$ cat config.mk
export PLATFORM = sky130hd
export DESIGN_NAME = flopfe_top
export DESIGN_NICKNAME = d
export VERILOG_FILES = /design/src/rtl/flopfe_pkg.sv /design/src/rtl/flopfe_slot_dec.sv /design/src/rtl/flopfe_legacy.sv /design/src/rtl/flopfe_ext.sv /design/src/rtl/flopfe_top.sv
export SDC_FILE = /design/constraint.sdc
export NUM_CORES = 1
export LEC_CHECK = 0
export BUFFER_PORTS_ARGS = -buffer_cell sky130_fd_sc_hd__buf_2
export CELL_PAD_IN_SITES_DETAIL_PLACEMENT = 0
export CELL_PAD_IN_SITES_GLOBAL_PLACEMENT = 1
export CORE_MARGIN = 2
export CORE_UTILIZATION = 38
export CTS_CLUSTER_SIZE = 14
export DETAILED_ROUTE_END_ITERATION = 7
export GPL_ROUTABILITY_DRIVEN = 1
export PLACE_DENSITY_LB_ADDON = 0.1
export SYNTH_ARGS = -nofsm -noshare
export SYNTH_HDL_FRONTEND = slang
export SYNTH_HIERARCHICAL = 1
export SYNTH_SLANG_ARGS = --single-unit
$ cat constraint.sdc
create_clock -name clk -period 2.45 [get_ports clk]
set_input_delay 0.1225 -clock clk [delete_from_list [all_inputs] [get_ports clk]]
set_output_delay 0.1225 -clock clk [all_outputs]
set_load 0.02 [all_outputs]
$ cat src/rtl/flopfe_pkg.sv
package flopfe_pkg;

    localparam int DATA_W    = 8;
    localparam int NUM_SW    = 8;
    localparam int SEQ_LEN   = 4;
    localparam int POS_W     = $clog2(SEQ_LEN);

    // Switch numbering inside the legacy personality
    localparam int SW_MOTOR  = 4;
    localparam int SW_DRIVE  = 5;
    localparam int SW_SHL    = 6;
    localparam int SW_SHH    = 7;

    // Extended slot numbers
    localparam int SLOT_PHASE_WR = 4;
    localparam int SLOT_CTRL_CLR = 6;
    localparam int SLOT_CTRL_SET = 7;
    localparam int SLOT_PHASE_RD = 12;
    localparam int SLOT_HSHAKE   = 15;

    // Unlock pattern, element 0 expected first
    localparam logic [SEQ_LEN-1:0][DATA_W-1:0] UNLOCK_PAT =
        {8'h57, 8'h57, 8'h17, 8'h57};

    localparam logic [DATA_W-1:0] SENSE_PHASE = 8'h77;
    localparam logic [DATA_W-1:0] SENSE_FLAG  = 8'h08;

    typedef struct packed {
        logic [NUM_SW-1:0] sw;
        logic [POS_W-1:0]  pos;
        logic [DATA_W-1:0] dat;
        logic [DATA_W-1:0] mreg;
    } leg_state_t;

    typedef struct packed {
        logic [DATA_W-1:0] phase;
        logic [DATA_W-1:0] ctrl;
    } ext_state_t;

endpackage

$ cat src/rtl/flopfe_slot_dec.sv
module flopfe_slot_dec #(
    parameter int ADDR_W     = 13,
    parameter int SLOT_SHIFT = 9,
    parameter int SLOT_W     = ADDR_W - SLOT_SHIFT
) (
    input  logic [ADDR_W-1:0] addr,
    input  logic              wr,
    input  logic              rd,
    output logic [SLOT_W-1:0] slot,
    output logic              acc,
    output logic              is_wr
);
    logic [ADDR_W-1:0] shifted;

    always_comb begin
        shifted = addr >> SLOT_SHIFT;
        slot    = shifted[SLOT_W-1:0];
        acc     = wr | rd;
        is_wr   = wr;          // write wins over read
    end
endmodule

$ cat src/rtl/flopfe_legacy.sv
module flopfe_legacy
    import flopfe_pkg::*;
#(
    parameter int SLOT_W = 4
) (
    input  logic              clk,
    input  logic              rst_n,
    input  logic              en,
    input  logic              acc,
    input  logic              wr,
    input  logic [SLOT_W-1:0] slot,
    input  logic [DATA_W-1:0] wdata,
    output logic              unlock
);
    leg_state_t st_d, st_q;
    logic       store_ok;
    logic       pat_hit;

    always_comb begin
        st_d     = st_q;
        unlock   = 1'b0;
        store_ok = 1'b0;
        pat_hit  = (wdata == UNLOCK_PAT[st_q.pos]);
        if (en && acc) begin
            st_d.sw[slot[SLOT_W-1:1]] = slot[0];
            store_ok = wr && st_d.sw[SW_SHL] && st_d.sw[SW_SHH];
            if (store_ok) begin
                if (st_d.sw[SW_MOTOR]) begin
                    st_d.dat = wdata;
                end else begin
                    st_d.mreg = wdata;
                    if (pat_hit) begin
                        if (st_q.pos == POS_W'(SEQ_LEN - 1)) begin
                            st_d.pos = '0;
                            unlock   = 1'b1;
                        end else begin
                            st_d.pos = st_q.pos + 1'b1;
                        end
                    end
                end
            end
        end
    end

    always_ff @(posedge clk) begin
        if (!rst_n) st_q <= '0;
        else        st_q <= st_d;
    end

    a_r2_switch_follows_slot: assert property (@(posedge clk) disable iff (!rst_n)
        (en && acc) |=> (st_q.sw[$past(slot[SLOT_W-1:1])] == $past(slot[0])));

    a_r4_mismatch_holds: assert property (@(posedge clk) disable iff (!rst_n)
        (wdata != UNLOCK_PAT[st_q.pos]) |=> $stable(st_q.pos));

    a_r5_unlock_restarts: assert property (@(posedge clk) disable iff (!rst_n)
        unlock |=> (st_q.pos == '0));

    a_r3_data_path_no_unlock: assert property (@(posedge clk) disable iff (!rst_n)
        (en && acc && wr && st_d.sw[SW_MOTOR]) |-> !unlock);
endmodule

$ cat src/rtl/flopfe_ext.sv
module flopfe_ext
    import flopfe_pkg::*;
#(
    parameter int SLOT_W = 4
) (
    input  logic              clk,
    input  logic              rst_n,
    input  logic              en,
    input  logic              wr,
    input  logic [SLOT_W-1:0] slot,
    input  logic [DATA_W-1:0] wdata,
    output logic [DATA_W-1:0] phase,
    output logic [DATA_W-1:0] ctrl
);
    ext_state_t st_d, st_q;
    logic       wr_phase, wr_clr, wr_set;

    always_comb begin
        st_d     = st_q;
        wr_phase = en && wr && (slot == SLOT_W'(SLOT_PHASE_WR));
        wr_clr   = en && wr && (slot == SLOT_W'(SLOT_CTRL_CLR));
        wr_set   = en && wr && (slot == SLOT_W'(SLOT_CTRL_SET));
        if (wr_phase) st_d.phase = wdata;
        if (wr_clr)   st_d.ctrl  = st_q.ctrl & ~wdata;
        if (wr_set)   st_d.ctrl  = st_q.ctrl | wdata;
    end

    always_ff @(posedge clk) begin
        if (!rst_n) st_q <= '0;
        else        st_q <= st_d;
    end

    assign phase = st_q.phase;
    assign ctrl  = st_q.ctrl;

    a_r6_phase_hold: assert property (@(posedge clk) disable iff (!rst_n)
        !(en && wr && slot == SLOT_W'(SLOT_PHASE_WR)) |=> $stable(phase));

    a_r7_set_bits: assert property (@(posedge clk) disable iff (!rst_n)
        (en && wr && slot == SLOT_W'(SLOT_CTRL_SET)) |=> ((ctrl & $past(wdata)) == $past(wdata)));

    a_r7_clear_bits: assert property (@(posedge clk) disable iff (!rst_n)
        (en && wr && slot == SLOT_W'(SLOT_CTRL_CLR)) |=> ((ctrl & $past(wdata)) == '0));

    a_r9_ctrl_hold: assert property (@(posedge clk) disable iff (!rst_n)
        !(en && wr && (slot == SLOT_W'(SLOT_CTRL_CLR) || slot == SLOT_W'(SLOT_CTRL_SET)))
        |=> $stable(ctrl));
endmodule

$ cat src/rtl/flopfe_top.sv
module flopfe_top
    import flopfe_pkg::*;
#(
    parameter int ADDR_W     = 13,
    parameter int SLOT_SHIFT = 9
) (
    input  logic              clk,
    input  logic              rst_n,
    input  logic [ADDR_W-1:0] bus_addr,
    input  logic [7:0]        bus_wdata,
    input  logic              bus_wr,
    input  logic              bus_rd,
    output logic [7:0]        bus_rdata,
    output logic              ext_mode,
    output logic [7:0]        ext_ctrl
);
    localparam int SLOT_W = ADDR_W - SLOT_SHIFT;

    typedef struct packed {
        logic ext;
    } top_state_t;

    top_state_t        st_d, st_q;
    logic [SLOT_W-1:0] slot;
    logic              acc, is_wr, unlock;
    logic [DATA_W-1:0] phase, ctrl;

    flopfe_slot_dec #(.ADDR_W(ADDR_W), .SLOT_SHIFT(SLOT_SHIFT), .SLOT_W(SLOT_W)) u_dec (
        .addr(bus_addr), .wr(bus_wr), .rd(bus_rd),
        .slot(slot), .acc(acc), .is_wr(is_wr)
    );

    flopfe_legacy #(.SLOT_W(SLOT_W)) u_leg (
        .clk(clk), .rst_n(rst_n), .en(!st_q.ext), .acc(acc), .wr(is_wr),
        .slot(slot), .wdata(bus_wdata), .unlock(unlock)
    );

    flopfe_ext #(.SLOT_W(SLOT_W)) u_ext (
        .clk(clk), .rst_n(rst_n), .en(st_q.ext), .wr(is_wr),
        .slot(slot), .wdata(bus_wdata), .phase(phase), .ctrl(ctrl)
    );

    always_comb begin
        st_d     = st_q;
        st_d.ext = st_q.ext | unlock;   // no path back to legacy
    end

    always_ff @(posedge clk) begin
        if (!rst_n) st_q <= '0;
        else        st_q <= st_d;
    end

    always_comb begin
        bus_rdata = '0;
        if (st_q.ext && bus_rd && !bus_wr) begin
            if (slot == SLOT_W'(SLOT_PHASE_RD))
                bus_rdata = phase;
            else if (slot == SLOT_W'(SLOT_HSHAKE) && phase == SENSE_PHASE)
                bus_rdata = SENSE_FLAG;
        end
    end

    assign ext_mode = st_q.ext;
    assign ext_ctrl = ctrl;

    a_r11_sticky: assert property (@(posedge clk) disable iff (!rst_n)
        ext_mode |=> ext_mode);

    a_r2_legacy_reads_zero: assert property (@(posedge clk) disable iff (!rst_n)
        !ext_mode |-> (bus_rdata == '0));

    a_r8_no_sense: assert property (@(posedge clk) disable iff (!rst_n)
        (ext_mode && slot == SLOT_W'(SLOT_HSHAKE) && phase != SENSE_PHASE) |-> (bus_rdata == '0));

    a_r10_reset_clean: assert property (@(posedge clk)
        !rst_n |=> (!ext_mode && ext_ctrl == '0));
endmodule

==> results.ini, run 1 <==
[synthesis]
synth_fp_nets=167
ys_warn_count=6
synth_edf_count=0
syn_avg_cell_area_um2=9.08
synthesis.area_um2=1270
synth.distinct_cells=35
async_flop_share_pct=0
synthCells=140
synth-main-ff-cell=dfxtp_1
ys_seq_area_share_pct=34.6
ys_seq_elements=22

[global_route]
grt_use_total_pct=14.3
first_global_vias=878
antenna_found_initial=0
gr-total-overflow=0
grt_pass1_wl_um=4030
grt_start_max_net_pins=34

[detailed_routing]
avgViaCountPerCell=4.80
firstDrtPassIters=4
ant_nets=0
drc=0
drt_iter0_markers=40
wl_per_cell_um=12.5
routed_wl_um=2650
vias=1017

[setup_path]
critPathMaxFanout=3
crit_buf_inv=1
critPathArrivalTime_ns=1.77
r2r_start=ext_mode
timing.rr.end=u_ext/phase[6]
reg2regPathDepth=4
path_cells=nand4b_1 > or4b_1 > a211oi_2 > buf_2
crit_path_end_kind=output port
path_class=flop to output port
path_delay_family=simple AND/OR/NAND/NOR gates
startpoint=u_ext/phase[3]
r2r_slack_ns=0.94
critPathCapture=bus_rdata[3]
slowest_delay_ns=0.53
worstPathRequired_ns=2.33
cp_slowest_cell=or4b_1
path_depth=4
start_kind=flop

[placed_design]
dp_slack_ns=0.849
io_buffers=32
place_congestion=0.694
dpl.hpwl_um=1960
place_area_um2=1420
numPlacedInstances=208

[timing]
rsz0062_at_grt=no
worstMarginPinSlew_ns=0.632
final.min_clock_period_ns=1.89
maxSlewHeadroom_pct=57.5
final_max_slew_viol_count=0
setup-tns-final_ns=0
finalHoldViolations=0
fin_ws_ns=0.560
finalSetupViolCount=0
finalCritPeriodShare_pct=77.1
finClkSkew_ns=0.00804
fmax_ghz=0.529

[finish]
stdcell_count=212
fill_cells=344
post_route_cells_drive_above_1_share_pct=27.7
nets=194
final_core_util_pct=44.9
diodes=0
stdcell_area_um2=1470
syn_to_final_growth_pct=15.9

[clock_network]
postCtsHoldBufs=0
cts_sinks=22
cts-resized-gates=0
clockRootBuffer=clkbuf_4
worst_skew_pair.late_latency_ns=0.31
cts.htree.levels=1
cts_tree=built
cts_buffer_depth=2
cts_made_buffers=3
clk_pin_slew_ns=0.13
cts_setup_buffers=0

[min_path]
holdPathStages=3
worst_hold_path_type=input pin to flop

[floorplanning]
die_h_um=61.8
start_util_pct=38.7
coreArea_um2=3280
num_rows=21
die_area_um2=3820
die_x_um=61.8
ios=42

[power]
ir_drop_mv=0.284
p_per_area_nw_per_um2=479
power.leakage_uw=0.000647

[run_status]
status=completed

[flow_run]
maxCapViolations=0

[per-stage QoR]
| step | total power, uW | hold slack [ns] |
|---|---|---|
| floorplan | 413 | 0.240 |
| global placement | 431 | 0.402 |
| detailed placement | 432 | 0.406 |
| CTS | 717 | 0.0474 |
| global route | 733 | 0.0635 |
| finish | 706 | 0.0631 |
[cell type report]
class	instances	area (um^2)	area share (%)
tap	46	57.6	3.90
sequential	22	440	29.9
timing repair buffer	33	168	11.4
inverter	2	7.51	0.509
clock inverter	1	30.0	2.04
multi-input combinational	105	748	50.8
clock buffer	3	22.5	1.53
[where the power goes]
part	switching (uW)	internal, uW
clock	116	165
sequential	0.814	359
combinational	40.1	24.4
total	157	549
[synthesized netlist by cell type, types with 2 or more instances]
cell type / n / share of area, %
nor3b_2: 2 / 2.0
inv_1: 2 / 0.59
dfxtp_1: 22 / 35
nor2b_1: 3 / 1.5
and4bb_2: 2 / 2.0
and4b_1: 2 / 1.6
mux2i_1: 22 / 17
nand2_1: 31 / 9.2
buf_6: 2 / 1.8
and4bb_1: 2 / 2.0
nor3_1: 2 / 0.79
nand3_1: 10 / 3.9
clkbuf_1: 3 / 0.89
and2_1: 7 / 3.4
ha_1: 2 / 2.0
buf_4: 5 / 3.0
nand4_1: 3 / 1.5
[layer usage]
metal	track usage [%]	wire length (um)	vias to the layer above
met5	0	0	-
met4	5.47	35	0
met3	2.28	129	4
met2	20.2	1090	28
met1	21.7	1400	452
li1	-	-	533
[logic make-up after synthesis]
| family | share of synthesized area, % |
|---|---|
| buffers and inverters | 6.50 |
| and+or+nand+nor | 36.6 |
| DFF | 34.6 |
| AOI/OAI and AO/OA | 1.57 |
| xor gates and xnor gates | 1.38 |
| adders and majority gates | 1.97 |
| muxes | 17.3 |
[worst reg2reg max path, stage by stage (launching register included)]
cell and delay (ns):
dfxtp_1 0.41, and4b_1 0.42, nor3b_2 0.22, buf_4 0.21
mux2i_1 0.19
[how the worst min path moves through the flow]
stage | to | start | slack [ns]
global placement | u_ext/phase[2] | bus_wdata[2] | 0.40
CTS | u_ext/phase[2] | bus_wdata[2] | 0.05
global route | u_ext/phase[3] | bus_wdata[3] | 0.06
floorplan | ext_mode | rst_n | 0.24
detailed placement | u_ext/phase[2] | bus_wdata[2] | 0.41
finish | u_ext/phase[2] | bus_wdata[2] | 0.06
[cell usage in the layout (no fill, tap or decap), types with 2 or more instances in the layout]
master / count
and2_1: 7
and4b_1: 2
and4bb_1: 2
and4bb_2: 2
buf_2: 32
clkbuf_4: 3
dfxtp_1: 22
ha_1: 2
inv_1: 2
mux2i_1: 22
nand2_1: 31
nand3_1: 10
nand4_1: 3
nor2b_1: 3
nor3_1: 2
nor3b_2: 2
(Power assumes the default switching activity.)
==> run 2: changes to the inputs <==
--- a/config.mk
+++ b/config.mk
@@ -9,7 +9,7 @@
 export CELL_PAD_IN_SITES_DETAIL_PLACEMENT = 0
 export CELL_PAD_IN_SITES_GLOBAL_PLACEMENT = 1
 export CORE_MARGIN = 2
-export CORE_UTILIZATION = 38
+export CORE_UTILIZATION = 36
 export CTS_CLUSTER_SIZE = 14
 export DETAILED_ROUTE_END_ITERATION = 7
 export GPL_ROUTABILITY_DRIVEN = 1
==> constraint.sdc (replaced) <==
create_clock -name clk -period 1.85 [get_ports clk]
set_input_delay 0.0925 -clock clk [delete_from_list [all_inputs] [get_ports clk]]
set_output_delay 0.0925 -clock clk [all_outputs]
set_load 0.02 [all_outputs]
==> run 2 against run 1 <==
Against the previous run:
- final area is 2.1% higher
- wire length grew 1.8%
- non-clock buffer count increased by 3
- setup slack got worse by 0.47 ns
- worst hold slack worse by 0.022 ns
- count of clock-buffer cells in the layout did not move
- combinational power grew 33%
- largest power group unchanged
==> results.ini, run 2 (synthesized netlist as in run 1, its figures left out) <==
[clock_network]
cts_tree=built
cts_sinks=22  ; unchanged
cts_made_buffers=3  ; unchanged
worst_skew_pair.late_latency_ns=0.30  ; about the same
cts_buffer_depth=2  ; unchanged
clk_pin_slew_ns=0.13  ; about the same
cts.htree.levels=1  ; unchanged
clockRootBuffer=clkbuf_4
postCtsHoldBufs=0  ; unchanged

[setup_path]
r2r_slack_ns=0.41  ; -0.53 ns
worstPathRequired_ns=1.76  ; -0.57 ns
timing.rr.end=u_leg/st_q[17]
reg2regPathDepth=6  ; +2
path_cells=nand4_1 > or4b_4 > a211oi_2 > buf_4
critPathArrivalTime_ns=1.67  ; -0.10 ns
path_class=flop to output port
critPathMaxFanout=3  ; unchanged
cp_slowest_cell=or4b_4
start_kind=flop
r2r_start=u_leg/st_q[17]
slowest_delay_ns=0.54  ; about the same
crit_path_end_kind=output port

[finish]
fill_cells=365  ; +6.1%
post_route_cells_drive_above_1_share_pct=30.8  ; +3.1 points
final_cell_mix=nand2_1, buf_2, mux2i_1, dfxtp_1, nand3_1
syn_to_final_growth_pct=18.4
diodes=0  ; unchanged
nets=197  ; +1.5%

[timing]
final_max_slew_viol_count=0  ; unchanged
finalHoldViolations=0  ; unchanged
finalSetupViolCount=0  ; unchanged
maxSlewHeadroom_pct=79.2  ; +22 points
worstMarginPinSlew_ns=0.304  ; -0.328 ns
finalCritPeriodShare_pct=95.4
finClkSkew_ns=0.00302  ; -0.00502 ns
whs_ns=0.0412  ; -0.0219 ns
rsz0062_at_grt=no
fmax_ghz=0.567
final.min_clock_period_ns=1.76
setup-tns-final_ns=0  ; unchanged

[detailed_routing]
routed_wl_um=2700  ; +1.8%
firstDrtPassIters=4  ; unchanged
vias=1049  ; +3.1%
drt_iter0_markers=21  ; -48%
drc=0  ; unchanged
wl_per_cell_um=12.6  ; +0.39%
ant_nets=0  ; unchanged
avgViaCountPerCell=4.88  ; +1.7%

[global_route]
grt_pass1_wl_um=4500  ; +12%
antenna_found_initial=0  ; unchanged
grt_start_max_net_pins=26  ; -24%
gr-total-overflow=0  ; unchanged
grt_use_total_pct=13.8  ; -0.56 points
first_global_vias=995  ; +13%

[power]
p_per_area_nw_per_um2=616  ; +29%
power.leakage_uw=0.000665  ; +2.8%
ir_drop_mv=0.346  ; +21%

[min_path]
worst_hold_path_type=input pin to flop
min_from=bus_wdata[1]
holdPathStages=3  ; unchanged
holdPathEnd=u_ext/phase[1]

[floorplanning]
die_h_um=63.4  ; +2.6%
start_util_pct=37.8  ; -0.91 points
coreArea_um2=3360  ; +2.4%
ios=42  ; unchanged
die_x_um=63.4  ; +2.6%
die_area_um2=4020  ; +5.2%
num_rows=21  ; unchanged

[placed_design]
place_congestion=0.745  ; +7.5%
io_buffers=32  ; unchanged
dpl.hpwl_um=2080  ; +6.2%

[run_status]
status=completed

[flow_run]
maxCapViolations=0  ; unchanged

## run 2: cell types whose count changed in the layout (fill, tap and decap cells not counted), sizes merged
| cell | delta |
|---|---|
| buf | +3 |
## run 2: worst max-delay path by stage
stage	from	endpoint	slack (ns)	cells after the start
2_1_floorplan	u_ext/phase[3]	bus_rdata[3]	0.39	3
3_3_place_gp	u_ext/phase[3]	bus_rdata[3]	0.34	4
3_5_place_dp	bus_addr[10]	bus_rdata[3]	0.33	5
4_1_cts	u_ext/phase[3]	bus_rdata[3]	0.006	4
5_1_grt	u_ext/phase[6]	bus_rdata[3]	0.01	4
6_report	u_ext/phase[6]	bus_rdata[3]	0.09	4
## run 2: through the flow
| step | setup WS [ns] | power (uW) | cells | area [um^2] | util [%] |
|---|---|---|---|---|---|
| finish | 0.0858 | 927 | 215 | 1510 | 44.8 |
| global route | 0.0125 | 978 | 215 | 1510 | 44.8 |
| CTS | 0.00550 | 945 | 215 | 1500 | 44.7 |
| detailed placement | 0.327 | 574 | 211 | 1440 | 42.9 |
| global placement | 0.338 | 572 | 211 | 1440 | 42.9 |
| floorplan | 0.390 | 546 | 140 | 1270 | - |
## run 2: timing repair
action	4_1_cts	5_1_grt
pin swaps	0	2
setup endpoints to repair	1	1
setup buffers	0	0
resized for setup	3	1
endpoints found under the hold margin	0	0
## run 2: power by group
group | switching (uW) | total (uW) | internal [uW]
Clock | 146 | 365 | 219
Combinational | 51.8 | 85.4 | 33.6
Sequential | 1.05 | 477 | 475
Total | 199 | 927 | 728
## run 2: area by class of cell
cell class / count / area [um^2] / share of cell area (%)
multi-input cells: 105 / 752 / 50.0
flip-flops and latches: 22 / 443 / 29.4
repair buffers: 36 / 193 / 12.8
well taps: 46 / 57.6 / 3.82
clock inverters: 1 / 30.0 / 2.00
clock buffers: 3 / 22.5 / 1.50
inverters: 2 / 7.51 / 0.499
## run 2: metal layers
metal	share of wire, %	vias to the layer above	global-route usage (%)
met5	0	-	0
li1	-	538	-
met1	51	482	18.5
met4	0.70	0	4.89
met2	44	27	22.1
met3	4.4	2	2.32
## run 2: worst max-delay path: cells and delay by family, from the launching register on
family,cells,cell delay [ns]
and+or+nand+nor,2,0.64
DFF,1,0.38
AOI/OAI and AO/OA,1,0.18
buffers and inverters,1,0.17
